--- src/rtl/sysctl_cfg_pkg.sv ---
package sysctl_cfg_pkg;

   localparam int NUM_REGS = 4;

   // word index assignment
   localparam int IDX_COM   = 0;
   localparam int IDX_FLOP  = 1;
   localparam int IDX_SPARE = 2;
   localparam int IDX_WIN   = 3;

   localparam logic [NUM_REGS-1:0][15:0] REG_PORTS =
      {16'hF872, 16'h5872, 16'h2872, 16'h2072};

   typedef struct packed {
      logic        valid;
      logic [15:0] base;
   } com_base_t;

   typedef enum logic [1:0] {
      ROUTE_ALL_EXT  = 2'd0,
      ROUTE_RD_INT   = 2'd1,
      ROUTE_WR_INT   = 2'd2,
      ROUTE_ALL_INT  = 2'd3
   } win_mode_e;

   function automatic com_base_t com_base_lookup(input logic [2:0] code);
      com_base_t r;
      r.valid = 1'b1;
      case (code)
         3'd1:    r.base = 16'h03F8;
         3'd2:    r.base = 16'h02F8;
         3'd3:    r.base = 16'h03E8;
         3'd4:    r.base = 16'h02E8;
         default: begin
            r.valid = 1'b0;
            r.base  = 16'h0000;
         end
      endcase
      return r;
   endfunction

endpackage

--- src/rtl/cfg_regbank.sv ---
module cfg_regbank
   import sysctl_cfg_pkg::*;
#(
   parameter int ADDR_W = 16,
   parameter int DATA_W = 16,
   parameter int NREG   = NUM_REGS
) (
   input  logic                         clk,
   input  logic                         rst_n,
   input  logic [ADDR_W-1:0]            addr,
   input  logic [DATA_W-1:0]            wdata,
   input  logic                         wr,
   input  logic                         word,
   output logic [DATA_W-1:0]            rdata,
   output logic [NREG-1:0][DATA_W-1:0]  regs
);

   localparam int BYTE_W = 8;
   localparam int NBYTES = DATA_W / BYTE_W;

   generate
      if (DATA_W != 16) begin : g_bad_width
         $error("cfg_regbank: DATA_W must be 16");
      end
      if (ADDR_W != 16) begin : g_bad_addr
         $error("cfg_regbank: ADDR_W must be 16");
      end
      if (NREG != NUM_REGS) begin : g_bad_count
         $error("cfg_regbank: NREG must match the port table");
      end
   endgenerate

   logic            lane_hi;
   logic [NREG-1:0] hit;

   assign lane_hi = addr[0];

   genvar g;
   generate
      for (g = 0; g < NREG; g++) begin : g_reg
         assign hit[g] = (addr[ADDR_W-1:1] == REG_PORTS[g][ADDR_W-1:1]);

         always_ff @(posedge clk or negedge rst_n) begin
            if (!rst_n) begin
               regs[g] <= '0;
            end else if (wr && hit[g]) begin
               if (word) begin
                  regs[g] <= wdata;
               end else if (lane_hi) begin
                  regs[g][DATA_W-1:BYTE_W] <= wdata[BYTE_W-1:0];
               end else begin
                  regs[g][BYTE_W-1:0] <= wdata[BYTE_W-1:0];
               end
            end
         end
      end
   endgenerate

   logic [DATA_W-1:0] word_q;

   always_comb begin
      word_q = '1;
      for (int i = 0; i < NREG; i++) begin
         if (hit[i]) word_q = regs[i];
      end
   end

   always_comb begin
      if (word) begin
         rdata = word_q;
      end else begin
         rdata = '1;
         rdata[BYTE_W-1:0] = lane_hi ? word_q[DATA_W-1:BYTE_W]
                                     : word_q[BYTE_W-1:0];
      end
   end

   logic unused_nbytes;
   assign unused_nbytes = (NBYTES == 0);

endmodule

--- src/rtl/com_port_decode.sv ---
module com_port_decode
   import sysctl_cfg_pkg::*;
#(
   parameter int ADDR_W  = 16,
   parameter int SPAN    = 8,
   parameter int DIS_BIT = 4,
   parameter int SEL_LSB = 5
) (
   input  logic [15:0]       cfg,
   input  logic [ADDR_W-1:0] io_addr,
   output logic              cs,
   output logic              mapped
);

   localparam int SPAN_LOG2 = $clog2(SPAN);

   generate
      if ((1 << SPAN_LOG2) != SPAN) begin : g_bad_span
         $error("com_port_decode: SPAN must be a power of two");
      end
      if (SEL_LSB + 3 > 16 || DIS_BIT > 15) begin : g_bad_field
         $error("com_port_decode: field outside configuration word");
      end
   endgenerate

   com_base_t sel;

   always_comb begin
      sel    = com_base_lookup(cfg[SEL_LSB +: 3]);
      mapped = !cfg[DIS_BIT] && sel.valid;
      cs     = mapped &&
               (io_addr[ADDR_W-1:SPAN_LOG2] == sel.base[ADDR_W-1:SPAN_LOG2]);
   end

endmodule

--- src/rtl/umb_window_route.sv ---
module umb_window_route
   import sysctl_cfg_pkg::*;
#(
   parameter int          MEM_AW   = 20,
   parameter int          WIN_LOG2 = 16,
   parameter logic [19:0] WIN_BASE = 20'hD0000
) (
   input  logic [1:0]        mode,
   input  logic              xram_on,
   input  logic [MEM_AW-1:0] mem_addr,
   output logic              rd_int,
   output logic              wr_int,
   output logic              xram_cs
);

   generate
      if (WIN_LOG2 >= MEM_AW) begin : g_bad_win
         $error("umb_window_route: window wider than address space");
      end
      if (WIN_BASE[WIN_LOG2-1:0] != '0) begin : g_bad_align
         $error("umb_window_route: window base not aligned");
      end
   endgenerate

   logic      in_win;
   win_mode_e m;

   assign in_win = (mem_addr[MEM_AW-1:WIN_LOG2] == WIN_BASE[MEM_AW-1:WIN_LOG2]);
   assign m      = win_mode_e'(mode);

   always_comb begin
      rd_int = 1'b0;
      wr_int = 1'b0;
      if (in_win) begin
         case (m)
            ROUTE_ALL_EXT: begin rd_int = 1'b0; wr_int = 1'b0; end
            ROUTE_RD_INT:  begin rd_int = 1'b1; wr_int = 1'b0; end
            ROUTE_WR_INT:  begin rd_int = 1'b0; wr_int = 1'b1; end
            default:       begin rd_int = 1'b1; wr_int = 1'b1; end
         endcase
      end
      xram_cs = in_win && xram_on;
   end

endmodule

--- src/rtl/sysctl_cfg_decoder.sv ---
module sysctl_cfg_decoder
   import sysctl_cfg_pkg::*;
#(
   parameter int          ADDR_W    = 16,
   parameter int          DATA_W    = 16,
   parameter int          MEM_AW    = 20,
   parameter int          COM_SPAN  = 8,
   parameter logic [15:0] FLOP_BASE = 16'h03F0,
   parameter int          FLOP_SPAN = 8
) (
   input  logic              clk,
   input  logic              rst_n,
   input  logic [15:0]       io_addr,
   input  logic [15:0]       io_wdata,
   input  logic              io_wr,
   input  logic              io_word,
   output logic [15:0]       io_rdata,
   input  logic [19:0]       mem_addr,
   output logic              uart_a_cs,
   output logic              uart_a_irq4,
   output logic              uart_b_cs,
   output logic              uart_b_irq3,
   output logic              flop_en,
   output logic              flop_cs,
   output logic              win_rd_int,
   output logic              win_wr_int,
   output logic              xram_cs
);

   localparam int NCOM      = 2;
   localparam int FLOP_LOG2 = $clog2(FLOP_SPAN);
   localparam int DIS_BITS [NCOM] = '{4, 0};
   localparam int SEL_LSBS [NCOM] = '{5, 1};

   generate
      if (ADDR_W != 16 || DATA_W != 16 || MEM_AW != 20) begin : g_bad_bus
         $error("sysctl_cfg_decoder: bus widths are fixed at 16/16/20");
      end
      if ((1 << FLOP_LOG2) != FLOP_SPAN) begin : g_bad_flop
         $error("sysctl_cfg_decoder: FLOP_SPAN must be a power of two");
      end
   endgenerate

   logic [NUM_REGS-1:0][15:0] regs;

   cfg_regbank #(
      .ADDR_W (ADDR_W),
      .DATA_W (DATA_W),
      .NREG   (NUM_REGS)
   ) i_regbank (
      .clk   (clk),
      .rst_n (rst_n),
      .addr  (io_addr),
      .wdata (io_wdata),
      .wr    (io_wr),
      .word  (io_word),
      .rdata (io_rdata),
      .regs  (regs)
   );

   logic [NCOM-1:0] com_cs;
   logic [NCOM-1:0] com_map;

   genvar c;
   generate
      for (c = 0; c < NCOM; c++) begin : g_com
         com_port_decode #(
            .ADDR_W  (ADDR_W),
            .SPAN    (COM_SPAN),
            .DIS_BIT (DIS_BITS[c]),
            .SEL_LSB (SEL_LSBS[c])
         ) i_com (
            .cfg     (regs[IDX_COM]),
            .io_addr (io_addr),
            .cs      (com_cs[c]),
            .mapped  (com_map[c])
         );
      end
   endgenerate

   assign uart_a_cs   = com_cs[0];
   assign uart_a_irq4 = com_map[0];
   assign uart_b_cs   = com_cs[1];
   assign uart_b_irq3 = com_map[1];

   assign flop_en = !regs[IDX_FLOP][0];
   assign flop_cs = flop_en &&
                    (io_addr[15:FLOP_LOG2] == FLOP_BASE[15:FLOP_LOG2]);

   umb_window_route #(
      .MEM_AW   (MEM_AW),
      .WIN_LOG2 (16),
      .WIN_BASE (20'hD0000)
   ) i_window (
      .mode     (regs[IDX_WIN][1:0]),
      .xram_on  (regs[IDX_WIN][2]),
      .mem_addr (mem_addr),
      .rd_int   (win_rd_int),
      .wr_int   (win_wr_int),
      .xram_cs  (xram_cs)
   );

   logic unused_spare;
   assign unused_spare = ^{regs[IDX_SPARE], regs[IDX_WIN][15:3],
                           regs[IDX_FLOP][15:1], regs[IDX_COM][15:8]};

endmodule

--- config.mk ---
export PLATFORM = sky130hd
export DESIGN_NAME = sysctl_cfg_decoder
export DESIGN_NICKNAME = d
export VERILOG_FILES = /design/src/rtl/sysctl_cfg_pkg.sv /design/src/rtl/cfg_regbank.sv /design/src/rtl/com_port_decode.sv /design/src/rtl/umb_window_route.sv /design/src/rtl/sysctl_cfg_decoder.sv
export SDC_FILE = /design/constraint.sdc
export NUM_CORES = 1
export LEC_CHECK = 0
export ABC_AREA = 1
export CAP_MARGIN = 20
export CORE_ASPECT_RATIO = 1.75
export CORE_MARGIN = 4
export CORE_UTILIZATION = 56
export DETAILED_ROUTE_END_ITERATION = 6
export PLACE_DENSITY_LB_ADDON = 0.25
export SLEW_MARGIN = 20
export SYNTH_ARGS = -nofsm -noshare
export SYNTH_HDL_FRONTEND = slang
export SYNTH_HIERARCHICAL = 1
export SYNTH_SLANG_ARGS = --single-unit
--- constraint.sdc ---
create_clock -name clk -period 3.3 [get_ports clk]
set_clock_uncertainty 0.05 [all_clocks]
set_input_delay 0.66 -clock clk [delete_from_list [all_inputs] [get_ports clk]]
set_output_delay 0.66 -clock clk [all_outputs]
set_load 0.02 [all_outputs]
==> impl_metrics.csv, run 1 <==
group,metric,value,unit
run_status,result_of_the_run,"finished, final reports clean",
logic_synthesis,synth.net_count,625,
cells_and_area,final_core_utilization,0.791,
cells_and_area,final_net_count,728,
global_route,grt_antenna_before_repair,0,
clock_tree,cts-root-buf,"sky130_fd_sc_hd__clkbuf_16",
routing,drt.antenna.violating_nets,0,
routing,wirelength,12200,um
global_route,grt_first_pass_wirelength,20000,um
worst_setup_path,reg2regPathDepth,2,
cells_and_area,largest_reg_flops,64,
logic_synthesis,seq_area_frac_synth,0.397,
logic_synthesis,synthArstFlopShare,1.00,
logic_synthesis,syn_avg_cell_area,7.10,um2
worst_setup_path,r2r_start,"i_regbank/regs[49]$_DFFE_PN0P_",
logic_synthesis,yosys_register_bits,64,
floorplanning,row_count,40,
power,total_leakage_power,2.69,nW
floorplanning,design.die.area,0.00869,mm2
clock_tree,worst_skew_pair.late_latency,330,ps
worst_setup_path,reg2reg_to,"i_regbank/regs[49]$_DFFE_PN0P_",
logic_synthesis,share_of_yosys_cell_area_claimed_by_the_top_area_cell_type,0.397,
clock_tree,cts_h_tree_depth,3,
logic_synthesis,synthCells,569,
timing,finalHoldViolCount,0,
floorplanning,chipWidth,72.2,um
logic_synthesis,post_synth_instance_area,0.00404,mm2
worst_setup_path,start_kind,"input port",
place,numPortBuffers,64,
worst_setup_path,crit_required,2590,ps
logic_synthesis,synth_top_cells_by_area,"sky130_fd_sc_hd__dfrtp_1, sky130_fd_sc_hd__nand2_1, sky130_fd_sc_hd__inv_1",
routing,firstDrtPassIters,6,
global_route,grt_pass1_vias,4106,
clock_tree,clock_tree.buffer_depth,2,
clock_tree,cts_tree,"done",
cells_and_area,stdcell_count,761,
worst_setup_path,cell_chain_of_the_critical_path,"clkdlybuf4s50_1, buf_4, or2_4, nor2_8, buf_4, nand4_1, o21ai_1, nor2_1, nor2_1, a21oi_1, buf_4",
cells_and_area,area_growth,36.3,%
cells_and_area,biggestRegsByFlops,"i_regbank/regs: 64 flops",
hold_path,hold_path_end,"i_regbank/regs[62]$_DFFE_PN0P_",
logic_synthesis,synth_ff_type,"sky130_fd_sc_hd__dfrtp_1",
timing,setup_viol,0,
clock_tree,cts_made_buffers,9,
clock_tree,clk_pin_slew_worst_paths,50,ps
worst_setup_path,cp_peak_stage_delay,440,ps
place,place.gp.congestion,0.860,
timing,hold_ws,430,ps
worst_setup_path,path_delay_family,"buffers and inverters",
global_route,overflow,0,
worst_setup_path,timing.critical_path.mode_cell,"sky130_fd_sc_hd__buf_4",
routing,post_drt_wl_per_cell,16.1,um
power,vdd.ir_drop.worst,0.394,mV
power,totalPowerFinal,0.00199,W
routing,drcViolationCount,0,
timing,slew_viol_final,0,
worst_setup_path,cp-end-kind,"output pin",
power,power_per_cell_area,361,mW/mm2
run,max_cap_viol_count,0,
worst_setup_path,reg2reg_setup_slack,2410,ps
floorplanning,ioPinCount,81,
cells_and_area,layout-drive-gt1-share,0.220,
worst_setup_path,crit_path_max_fanout,8,
cells_and_area,diodes_inserted,0,
global_route,grt_use_total,0.302,
clock_tree,postCtsHoldBufs,0,
cells_and_area,max_flop_register,"i_regbank/regs",
timing,slew_headroom,0.460,
worst_setup_path,crit_buf_inv,4,
worst_setup_path,critical_path_arrival,2530,ps
timing,post-route-min-period,3240,ps
routing,routed_via_density,5.53,
floorplanning,initial_utilization,0.580,
worst_setup_path,timing.critical_path.slowest_stage_cell,"sky130_fd_sc_hd__clkdlybuf4s50_1",
floorplanning,die_y,120,um
hold_path,worstHoldPathType,"flop to flop",
place,detailed_placer_s_ending_hpwl,8210,um
place,placed_cells,736,
floorplanning,design.core.area,0.00696,mm2
logic_synthesis,synthDominantAreaCellType,"sky130_fd_sc_hd__dfrtp_1",
hold_path,holdCritStartpoint,"i_regbank/regs[62]$_DFFE_PN0P_",
routing,drtIter0Drc,376,
logic_synthesis,leading_post_synthesis_cells_by_instance_count,"sky130_fd_sc_hd__nand2_1, sky130_fd_sc_hd__inv_1, sky130_fd_sc_hd__dfrtp_1",
timing,layout_worst_path_cycle_share,0.981,
timing,achievable-frequency,0.309,GHz
worst_setup_path,ws_path_type,"input port to output pin",
timing,tns,0,ps
logic_synthesis,post-synth-top-count-cell,"sky130_fd_sc_hd__nand2_1",
routing,num_vias,4205,
global_route,largest_net_degree_at_the_start_of_global_routing,65,
clock_tree,clock_sink_count,64,
timing,setup_repair_after_global_routing_missed_its_margin,"yes",
logic_synthesis,yosys_warnings,6,
hold_path,min_path_cells,2,
timing,worst_slew_pin_slew,811,ps
logic_synthesis,synthDistinctLibCells,30,
logic_synthesis,synth-edff-count,0,
==> where the power goes <==
group          internal (W)  switching [W]  total [W]
clock network      0.000680       0.000340    0.00102
logic             0.0000778       0.000106   0.000183
registers          0.000786    0.000000302   0.000786
total               0.00154       0.000446    0.00199
==> worst max-delay path by stage <==
stage | startpoint | depth (start not counted) | to | slack, ps
after floorplan | io_addr[1] | 12 | io_rdata[1] | 630
after global placement | io_addr[1] | 13 | io_rdata[1] | -390
after detailed placement | io_addr[1] | 13 | io_rdata[7] | -460
after CTS | io_addr[3] | 13 | io_rdata[1] | 3
after global routing | io_addr[14] | 11 | io_rdata[1] | -10
final | io_addr[14] | 11 | io_rdata[1] | 60
==> logic make-up after synthesis <==
group | Yosys count | share of synthesized area
compound gates | 87 | 0.120
buf+inv | 116 | 0.118
flops | 64 | 0.397
simple gates | 302 | 0.365
==> stage by stage <==
| step | setup slack [ps] | area [um2] |
|---|---|---|
| 2_1_floorplan | 631 | 4040 |
| 3_3_place_gp | -395 | 5020 |
| 3_5_place_dp | -459 | 5020 |
| 4_1_cts | 2.65 | 5470 |
| 5_1_grt | -12.1 | 5500 |
| 6_report | 63.4 | 5500 |
==> area by class of cell <==
| class | instances | area, um2 |
|---|---|---|
| clock buffer | 11 | 243 |
| clock inverter | 5 | 80.1 |
| fill | 482 | 1450 |
| inverter | 91 | 342 |
| multi-input combinational | 389 | 2010 |
| sequential | 64 | 1600 |
| tap | 84 | 105 |
| timing repair buffer | 117 | 1130 |
==> cells in the final DEF (no fill, tap or decap), types with 3 or more instances in the layout <==
cell / instances
sky130_fd_sc_hd__inv_1: 86
sky130_fd_sc_hd__nor2_1: 28
sky130_fd_sc_hd__o21ai_0: 59
sky130_fd_sc_hd__dlygate4sd2_1: 5
sky130_fd_sc_hd__nand3_4: 3
sky130_fd_sc_hd__inv_2: 5
sky130_fd_sc_hd__nor2_2: 7
sky130_fd_sc_hd__nand2_2: 9
sky130_fd_sc_hd__buf_6: 8
sky130_fd_sc_hd__buf_4: 43
sky130_fd_sc_hd__clkdlybuf4s50_1: 35
sky130_fd_sc_hd__or2_2: 9
sky130_fd_sc_hd__nand3b_1: 3
sky130_fd_sc_hd__buf_2: 8
sky130_fd_sc_hd__a21oi_1: 4
sky130_fd_sc_hd__nor3_1: 3
sky130_fd_sc_hd__o21ai_1: 11
sky130_fd_sc_hd__or2_4: 3
sky130_fd_sc_hd__clkbuf_16: 9
sky130_fd_sc_hd__dfrtp_1: 64
sky130_fd_sc_hd__nand3_2: 8
sky130_fd_sc_hd__nand3_1: 15
sky130_fd_sc_hd__o21ai_2: 13
sky130_fd_sc_hd__dlymetal6s2s_1: 7
sky130_fd_sc_hd__buf_12: 5
sky130_fd_sc_hd__nand4_1: 36
sky130_fd_sc_hd__nand2_1: 167
==> tightest hold or removal path, cell delays in order, from the launching register on <==
cell                      delay [ps]
sky130_fd_sc_hd__dfrtp_1         330
sky130_fd_sc_hd__nand2_1          50
sky130_fd_sc_hd__o21ai_0          60
==> what timing repair did <==
action,CTS,global route
endpoints found under the hold margin,0,0
buffers inserted,7,0
endpoints found under the setup margin,16,16
resized for setup,86,18
pin swaps,10,15
gates cloned,2,0
==> routing by layer <==
| metal | part of all wire | global-route usage |
|---|---|---|
| met1 | 0.35 | 0.326 |
| met3 | 0.061 | 0.0632 |
| met5 | 0 | 0 |
| met4 | 0.048 | 0.159 |
| met2 | 0.54 | 0.537 |
(Power assumes the default switching activity.)
==> inputs of run 2 (changes only) <==
--- a/config.mk
+++ b/config.mk
@@ -9,11 +9,10 @@
 export CAP_MARGIN = 20
 export CORE_ASPECT_RATIO = 1.75
 export CORE_MARGIN = 4
-export CORE_UTILIZATION = 56
+export CORE_UTILIZATION = 55
 export DETAILED_ROUTE_END_ITERATION = 6
 export PLACE_DENSITY_LB_ADDON = 0.25
 export SLEW_MARGIN = 20
 export SYNTH_ARGS = -nofsm -noshare
 export SYNTH_HDL_FRONTEND = slang
-export SYNTH_HIERARCHICAL = 1
 export SYNTH_SLANG_ARGS = --single-unit
==> run 2 against run 1 <==
Compared with the run above: final cell count decreased by 5.3%; largest power group unchanged; routed wire length decreased by 7.9%; flip-flop and latch count unchanged; combinational power decreased by 20%; clock power about the same; highest routed layer unchanged; sequential power about the same; global-route usage decreased by 2.5 points; count of clock-buffer cells in the layout increased by 1; non-clock buffer count decreased by 17.
==> impl_metrics.csv, run 2 <==
group,metric,value,unit
cells_and_area,largest_reg_flops,64,
routing,firstDrtPassIters,5,
logic_synthesis,post-synth-top-count-cell,"sky130_fd_sc_hd__nand2_1",
routing,wirelength,11300,um
clock_tree,cts_made_buffers,9,
routing,num_vias,3927,
place,place.gp.congestion,0.894,
floorplanning,ioPinCount,81,
cells_and_area,final_cell_mix,"sky130_fd_sc_hd__nand2_1, sky130_fd_sc_hd__inv_1, sky130_fd_sc_hd__o21ai_0",
worst_setup_path,crit_required,2590,ps
logic_synthesis,synthDominantAreaCellType,"sky130_fd_sc_hd__dfrtp_1",
routing,wl_met3,633,um
floorplanning,chipWidth,70.5,um
logic_synthesis,yosys_register_bits,64,
power,net_switching_power,0.000425,W
worst_setup_path,cp-end-kind,"output pin",
worst_setup_path,reg2regPathDepth,2,
cells_and_area,diodes_inserted,0,
floorplanning,design.die.area,0.00827,mm2
logic_synthesis,synth_xor_xnor_area_share,0.00932,
clock_tree,postCtsHoldBufs,0,
hold_path,worstHoldPathType,"input port to async pin",
logic_synthesis,synth.net_count,602,
worst_setup_path,critical_path_arrival,2530,ps
power,vdd.ir_drop.worst,0.377,mV
worst_setup_path,reg2reg_to,"i_regbank.regs[1]$_DFFE_PN0P_",
logic_synthesis,synth_top_cells_by_area,"sky130_fd_sc_hd__dfrtp_1, sky130_fd_sc_hd__nand2_1, sky130_fd_sc_hd__o21ai_0",
logic_synthesis,synthCells,546,
floorplanning,design.core.area,0.00659,mm2
cells_and_area,layout-drive-gt1-share,0.156,
timing,post-route-min-period,3240,ps
run_status,result_of_the_run,"finished, final reports clean",
clock_tree,clock_sink_count,64,
logic_synthesis,synth_ff_type,"sky130_fd_sc_hd__dfrtp_1",
timing,setup_viol,0,
global_route,grt_use_total,0.277,
timing,finalHoldViolCount,0,
worst_setup_path,critPathLaunch,"io_addr[13]",
logic_synthesis,synthAdderAreaFrac,0,
cells_and_area,final_common_cell,"sky130_fd_sc_hd__nand2_1",
worst_setup_path,cp-endpoint,"io_rdata[9]",
logic_synthesis,yosys-mux-area-fraction,0,
cells_and_area,sequential_cell_area,0.00160,mm2
cells_and_area,area_growth,33.6,%
timing,layout_worst_path_cycle_share,0.982,
place,place_area,0.00466,mm2
clock_tree,cts_tree,"done",
power,switching_share,0.221,
power,seq_power_share,0.409,
worst_setup_path,ws_path_type,"input port to output pin",
routing,detailed_routed_wire_length_on_met2,5990,um
logic_synthesis,syn_avg_cell_area,6.89,um2
logic_synthesis,share_of_yosys_cell_area_claimed_by_the_top_area_cell_type,0.426,
routing,highest_layer,"met4",
routing,drtIter0Drc,372,
power,p_comb_frac,0.076,
clock_tree,clk_pin_slew_worst_paths,60,ps
place,detailed_placer_s_ending_hpwl,7970,um
cells_and_area,final_core_utilization,0.763,
worst_setup_path,r2r_start,"i_regbank.regs[1]$_DFFE_PN0P_",
logic_synthesis,simple_logic_cell_fraction_of_the_synthesized_area,0.343,
timing,worst_slew_pin_slew,752,ps
floorplanning,die_y,117,um
timing,slew_viol_final,0,
logic_synthesis,leading_post_synthesis_cells_by_instance_count,"sky130_fd_sc_hd__nand2_1, sky130_fd_sc_hd__inv_1, sky130_fd_sc_hd__o21ai_0",
routing,post_drt_wl_per_cell,15.6,um
logic_synthesis,seq_area_frac_synth,0.426,
timing,achievable-frequency,0.308,GHz
routing,drcViolationCount,0,
global_route,grt_first_pass_wirelength,18000,um
routing,drt.antenna.violating_nets,0,
routing,routed_via_density,5.45,
floorplanning,initial_utilization,0.571,
cells_and_area,stdcell_area,0.00502,mm2
place,numPortBuffers,64,
cells_and_area,biggestRegsByFlops,"i_regbank.regs: 64 flops",
floorplanning,row_count,39,
logic_synthesis,post_synth_instance_area,0.00376,mm2
cells_and_area,multi_input_area,0.00179,mm2
clock_tree,cts-root-buf,"sky130_fd_sc_hd__clkbuf_16",
run,max_cap_viol_count,0,
worst_setup_path,start_kind,"input port",
worst_setup_path,reg2reg_setup_slack,2530,ps
cells_and_area,fillers,504,
logic_synthesis,synth_compound_area_frac,0.111,
power,total_leakage_power,2.48,nW
clock_tree,cts_h_tree_depth,3,
timing,slew_headroom,0.499,
logic_synthesis,synthArstFlopShare,1.00,
global_route,overflow,0,
global_route,grt_antenna_before_repair,0,
power,power_per_cell_area,382,mW/mm2
logic_synthesis,synth-edff-count,0,
cells_and_area,max_flop_register,"i_regbank.regs",
clock_tree,worst_skew_pair.late_latency,330,ps
logic_synthesis,dominant_combinational_cell_family_by_area_after_synthesis,"simple AND/OR/NAND/NOR gates",
timing,hold_ws,342,ps
logic_synthesis,synthDistinctLibCells,29,
worst_setup_path,crit_path_max_fanout,5,
global_route,largest_net_degree_at_the_start_of_global_routing,32,
logic_synthesis,yosys_warnings,0,
cells_and_area,final_net_count,690,
power,clock_power_share,0.514,
power,internal_power,0.00150,W
routing,route.layer.met1.wl,3920,um
global_route,grt_pass1_vias,3907,
clock_tree,clock_tree.buffer_depth,2,
## run 2: changes by cell type after synthesis, sizes merged, moves of 3 or more
cell	previous run	this run
nor2	38	43
inv	91	79
xor2	0	3
nand3	26	49
or2	12	5
nor3	6	1
nand4	37	8
o21ai	83	74
a21oi	4	8
## run 2: logic make-up (layout without fill, tap and decap cells)
kind of cell | Yosys count | count (layout)
AO/OA/AOI/OAI | 83 | 83
XOR/XNOR | 4 | 4
buffers and inverters | 103 | 196
flip-flops | 64 | 64
AND/OR/NAND/NOR | 292 | 292
## run 2: layout make-up
| type | count | share of cell area |
|---|---|---|
| clock inverter | 4 | 0.0102 |
| sequential | 64 | 0.319 |
| tap | 82 | 0.0204 |
| inverter | 80 | 0.0600 |
| clock buffer | 12 | 0.0530 |
| multi-input combinational | 379 | 0.355 |
| timing repair buffer | 100 | 0.182 |
## run 2: power groups by stage
stage	combinational [W]	sequential (W)	clock (W)
2_1_floorplan	0.0000429	0.000800	0
3_3_place_gp	0.000141	0.000800	0
3_5_place_dp	0.000143	0.000800	0
4_1_cts	0.000145	0.000786	0.000996
5_1_grt	0.000160	0.000786	0.00103
6_report	0.000147	0.000786	0.000988
## run 2: repair_timing
item	in CTS	in global routing
gates cloned	0	1
buffers inserted	0	1
endpoints found under the setup margin	19	17
pin swaps	0	11
gates resized for setup	54	41
## run 2: worst max-delay path, cell delays in order
cell and delay [ps]:
sky130_fd_sc_hd__clkdlybuf4s50_1 480, sky130_fd_sc_hd__buf_4 130, sky130_fd_sc_hd__nand3_2 90, sky130_fd_sc_hd__buf_4 150, sky130_fd_sc_hd__nor2_4 120, sky130_fd_sc_hd__buf_6 140, sky130_fd_sc_hd__nand3_1 110, sky130_fd_sc_hd__nand2_1 80
sky130_fd_sc_hd__nand3_1 70, sky130_fd_sc_hd__nand2_1 90, sky130_fd_sc_hd__nand3_1 60, sky130_fd_sc_hd__dlygate4sd2_1 330
## run 2: how the worst min path moves through the flow
stage                                    from                             end
5_1_grt                                 rst_n   i_regbank.regs[2]$_DFFE_PN0P_
3_5_place_dp   i_regbank.regs[22]$_DFFE_PN0P_  i_regbank.regs[22]$_DFFE_PN0P_
4_1_cts                                 rst_n   i_regbank.regs[2]$_DFFE_PN0P_
3_3_place_gp   i_regbank.regs[22]$_DFFE_PN0P_  i_regbank.regs[22]$_DFFE_PN0P_
2_1_floorplan                           rst_n   i_regbank.regs[0]$_DFFE_PN0P_
6_report                                rst_n   i_regbank.regs[4]$_DFFE_PN0P_
## run 2: metal layers
metal  GRT usage  vias up
met5           0        -
met1       0.290     1810
met4       0.197        0
met2       0.481      177
li1            -     1888
met3      0.0539       52
## run 2: metrics by stage
stage | instances | worst slack (ps) | setup TNS (ps) | power [W]
after floorplan | 546 | 638 | 0 | 0.000843
after global placement | 703 | -363 | -5060 | 0.000941
after detailed placement | 703 | -403 | -5880 | 0.000943
after CTS | 719 | 0.863 | 0 | 0.00193
after global routing | 721 | -15.7 | -37.1 | 0.00198
final | 721 | 58.0 | 0 | 0.00192
==> inputs of run 3 (changes only) <==
--- a/config.mk
+++ b/config.mk
@@ -9,9 +9,10 @@
 export CAP_MARGIN = 20
 export CORE_ASPECT_RATIO = 1.75
 export CORE_MARGIN = 4
-export CORE_UTILIZATION = 55
+export CORE_UTILIZATION = 51
 export DETAILED_ROUTE_END_ITERATION = 6
 export PLACE_DENSITY_LB_ADDON = 0.25
+export SETUP_SLACK_MARGIN = 0.15
 export SLEW_MARGIN = 20
 export SYNTH_ARGS = -nofsm -noshare
 export SYNTH_HDL_FRONTEND = slang
==> constraint.sdc (replaced) <==
create_clock -name clk -period 3.2 [get_ports clk]
set_clock_uncertainty 0.05 [all_clocks]
set_input_delay 0.64 -clock clk [delete_from_list [all_inputs] [get_ports clk]]
set_output_delay 0.64 -clock clk [all_outputs]
set_load 0.02 [all_outputs]
==> run 3 against run 2 <==
Compared with the run above: worst setup slack better by 140 ps; highest routed layer unchanged; first-iteration DRC count grew 1.6%; critical path depth rose by 2; flip-flop and latch count unchanged; power increased by 3.5%; sequential power is 3.2% higher; combinational power about the same; largest cell class unchanged; largest power group unchanged; via count rose by 5.1%.
==> impl_metrics.csv, run 3 (same netlist as run 2, synthesis figures left out) <==
group,metric,value,unit
place,place_area,0.00467,mm2
timing,postLayoutSetupSlackWorst,200,ps
worst_setup_path,timing.critical_path.slowest_stage_cell,"sky130_fd_sc_hd__dlygate4sd2_1",
floorplanning,chipWidth,72.9,um
cells_and_area,largest_reg_flops,64,
global_route,grt_use_total,0.293,
power,vdd.ir_drop.worst,0.446,mV
timing,post-route-min-period,3000,ps
clock_tree,clock_sink_count,64,
worst_setup_path,path_delay_family,"simple AND/OR/NAND/NOR gates",
worst_setup_path,crit_buf_inv,5,
power,total_leakage_power,2.55,nW
worst_setup_path,timing.critical_path.mode_cell,"sky130_fd_sc_hd__nand2_1",
timing,slew_headroom,0.372,
cells_and_area,diodes_inserted,0,
timing,setup_repair_after_global_routing_missed_its_margin,"yes",
place,place.gp.congestion,0.865,
place,place_ws,-482,ps
clock_tree,cts_made_buffers,9,
timing,finalHoldViolCount,0,
clock_tree,cts_h_tree_depth,3,
routing,num_vias,4126,
run,max_cap_viol_count,0,
run_status,result_of_the_run,"finished, final reports clean",
clock_tree,cts_tree,"done",
routing,post_drt_wl_per_cell,17.2,um
routing,wirelength,12700,um
routing,drt.antenna.violating_nets,0,
global_route,overflow,0,
place,detailed_placer_s_ending_hpwl,8280,um
worst_setup_path,cp-end-kind,"output pin",
cells_and_area,biggestRegsByFlops,"i_regbank.regs: 64 flops",
floorplanning,ioPinCount,81,
worst_setup_path,start_kind,"input port",
routing,drtIter0Drc,378,
worst_setup_path,cp_peak_stage_delay,270,ps
worst_setup_path,ws_path_type,"input port to output pin",
clock_tree,clk_pin_slew_worst_paths,50,ps
cells_and_area,area_growth,42.3,%
clock_tree,worst_skew_pair.late_latency,340,ps
place,placed_cells,707,
cells_and_area,final_net_count,702,
timing,setup_viol,0,
routing,firstDrtPassIters,6,
timing,layout_worst_path_cycle_share,0.938,
floorplanning,design.die.area,0.00886,mm2
routing,routed_via_density,5.60,
global_route,grt_first_pass_wirelength,19500,um
worst_setup_path,crit_path_max_fanout,4,
cells_and_area,layout-drive-gt1-share,0.212,
global_route,grt_pass1_vias,4068,
cells_and_area,stdcell_count,737,
routing,drcViolationCount,0,
clock_tree,cts-root-buf,"sky130_fd_sc_hd__clkbuf_16",
floorplanning,design.core.area,0.00718,mm2
worst_setup_path,cell_chain_of_the_critical_path,"dlygate4sd2_1, nor2_4, nand2_1, nor2_2, nand2_1, buf_4, buf_4, nand2_1, nand3_2, nand2_1, nand3_1, nand2_1, inv_1, buf_6",
timing,worst_slew_pin_slew,942,ps
cells_and_area,final_cell_mix,"sky130_fd_sc_hd__nand2_1, sky130_fd_sc_hd__inv_1, sky130_fd_sc_hd__o21ai_0",
floorplanning,row_count,41,
worst_setup_path,critical_path_arrival,2310,ps
hold_path,worstHoldPathType,"input port to async pin",
global_route,grt_antenna_before_repair,0,
floorplanning,die_y,122,um
place,numPortBuffers,64,
clock_tree,postCtsHoldBufs,0,
timing,achievable-frequency,0.333,GHz
cells_and_area,max_flop_register,"i_regbank.regs",
floorplanning,initial_utilization,0.524,
timing,slew_viol_final,0,
worst_setup_path,crit_required,2510,ps
cells_and_area,final_common_cell,"sky130_fd_sc_hd__nand2_1",
global_route,largest_net_degree_at_the_start_of_global_routing,40,
power,power_per_cell_area,371,mW/mm2
clock_tree,clock_tree.buffer_depth,2,
cells_and_area,stdcell_area,0.00535,mm2
[run 3: cell types whose count changed in the layout (fill, tap and decap cells not counted), moves of 4 or more]
cell,before,now
sky130_fd_sc_hd__nand2_1,171,159
sky130_fd_sc_hd__nand2_2,8,20
sky130_fd_sc_hd__buf_6,6,14
sky130_fd_sc_hd__dlymetal6s2s_1,9,1
sky130_fd_sc_hd__clkdlybuf4s50_1,35,29
sky130_fd_sc_hd__nand3_1,42,37
sky130_fd_sc_hd__buf_12,2,6
sky130_fd_sc_hd__clkdlybuf4s15_1,1,5
sky130_fd_sc_hd__dlygate4sd2_1,4,8
sky130_fd_sc_hd__nor2_4,4,8
[run 3: metrics by stage]
step            util  hold WS [ps]  total power [W]  TNS, ps
2_1_floorplan      -           294         0.000869        0
3_3_place_gp   0.650           411         0.000968    -6160
3_5_place_dp   0.650           414         0.000970    -6850
4_1_cts        0.724           415          0.00199        0
5_1_grt        0.745           457          0.00204        0
6_report       0.745           396          0.00199        0
[run 3: area by class of cell]
type,count,area [um2]
Clock buffer,12,267
Fill cell,530,1830
Inverter,80,305
Timing Repair Buffer,112,1130
Multi-Input combinational cell,379,1880
Sequential cell,64,1600
Clock inverter,4,51.3
Tap cell,86,108
[run 3: final timing paths]
| kind | cells past startpoint | endpoint | startpoint | slack (ps) |
|---|---|---|---|---|
| worst max-delay path | 14 | io_rdata[4] | io_addr[10] | 200 |
| worst min-delay path | 1 | i_regbank.regs[5]$_DFFE_PN0P_ | rst_n | 400 |
| worst max register to register | 2 | i_regbank.regs[21]$_DFFE_PN0P_ | i_regbank.regs[21]$_DFFE_PN0P_ | 2410 |
| worst min register to register | 2 | i_regbank.regs[55]$_DFFE_PN0P_ | i_regbank.regs[55]$_DFFE_PN0P_ | 430 |
| max in group asynchronous | 2 | i_regbank.regs[47]$_DFFE_PN0P_ | rst_n | 1930 |
| min in group clk | 2 | i_regbank.regs[55]$_DFFE_PN0P_ | i_regbank.regs[55]$_DFFE_PN0P_ | 430 |
[run 3: what timing repair did]
action,4_1_cts,5_1_grt
cloned,3,1
setup endpoints to repair,19,17
setup buffers,7,3
resized for setup,116,50
pin swaps,17,28
endpoints found under the hold margin,0,0
[run 3: where the power goes]
part           leakage, nW  total, W  switching (W)  internal [W]
Clock                0.155   0.00103       0.000361      0.000666
Combinational         1.55  0.000150      0.0000893     0.0000611
Sequential           0.853  0.000811    0.000000261      0.000810
[run 3: per-layer routing]
layer	vias to the layer above	track usage	share of wire
met2	218	0.507	0.53
met1	1918	0.306	0.33
met4	0	0.222	0.077
li1	1912	-	-
met5	-	0	0
met3	78	0.0520	0.063
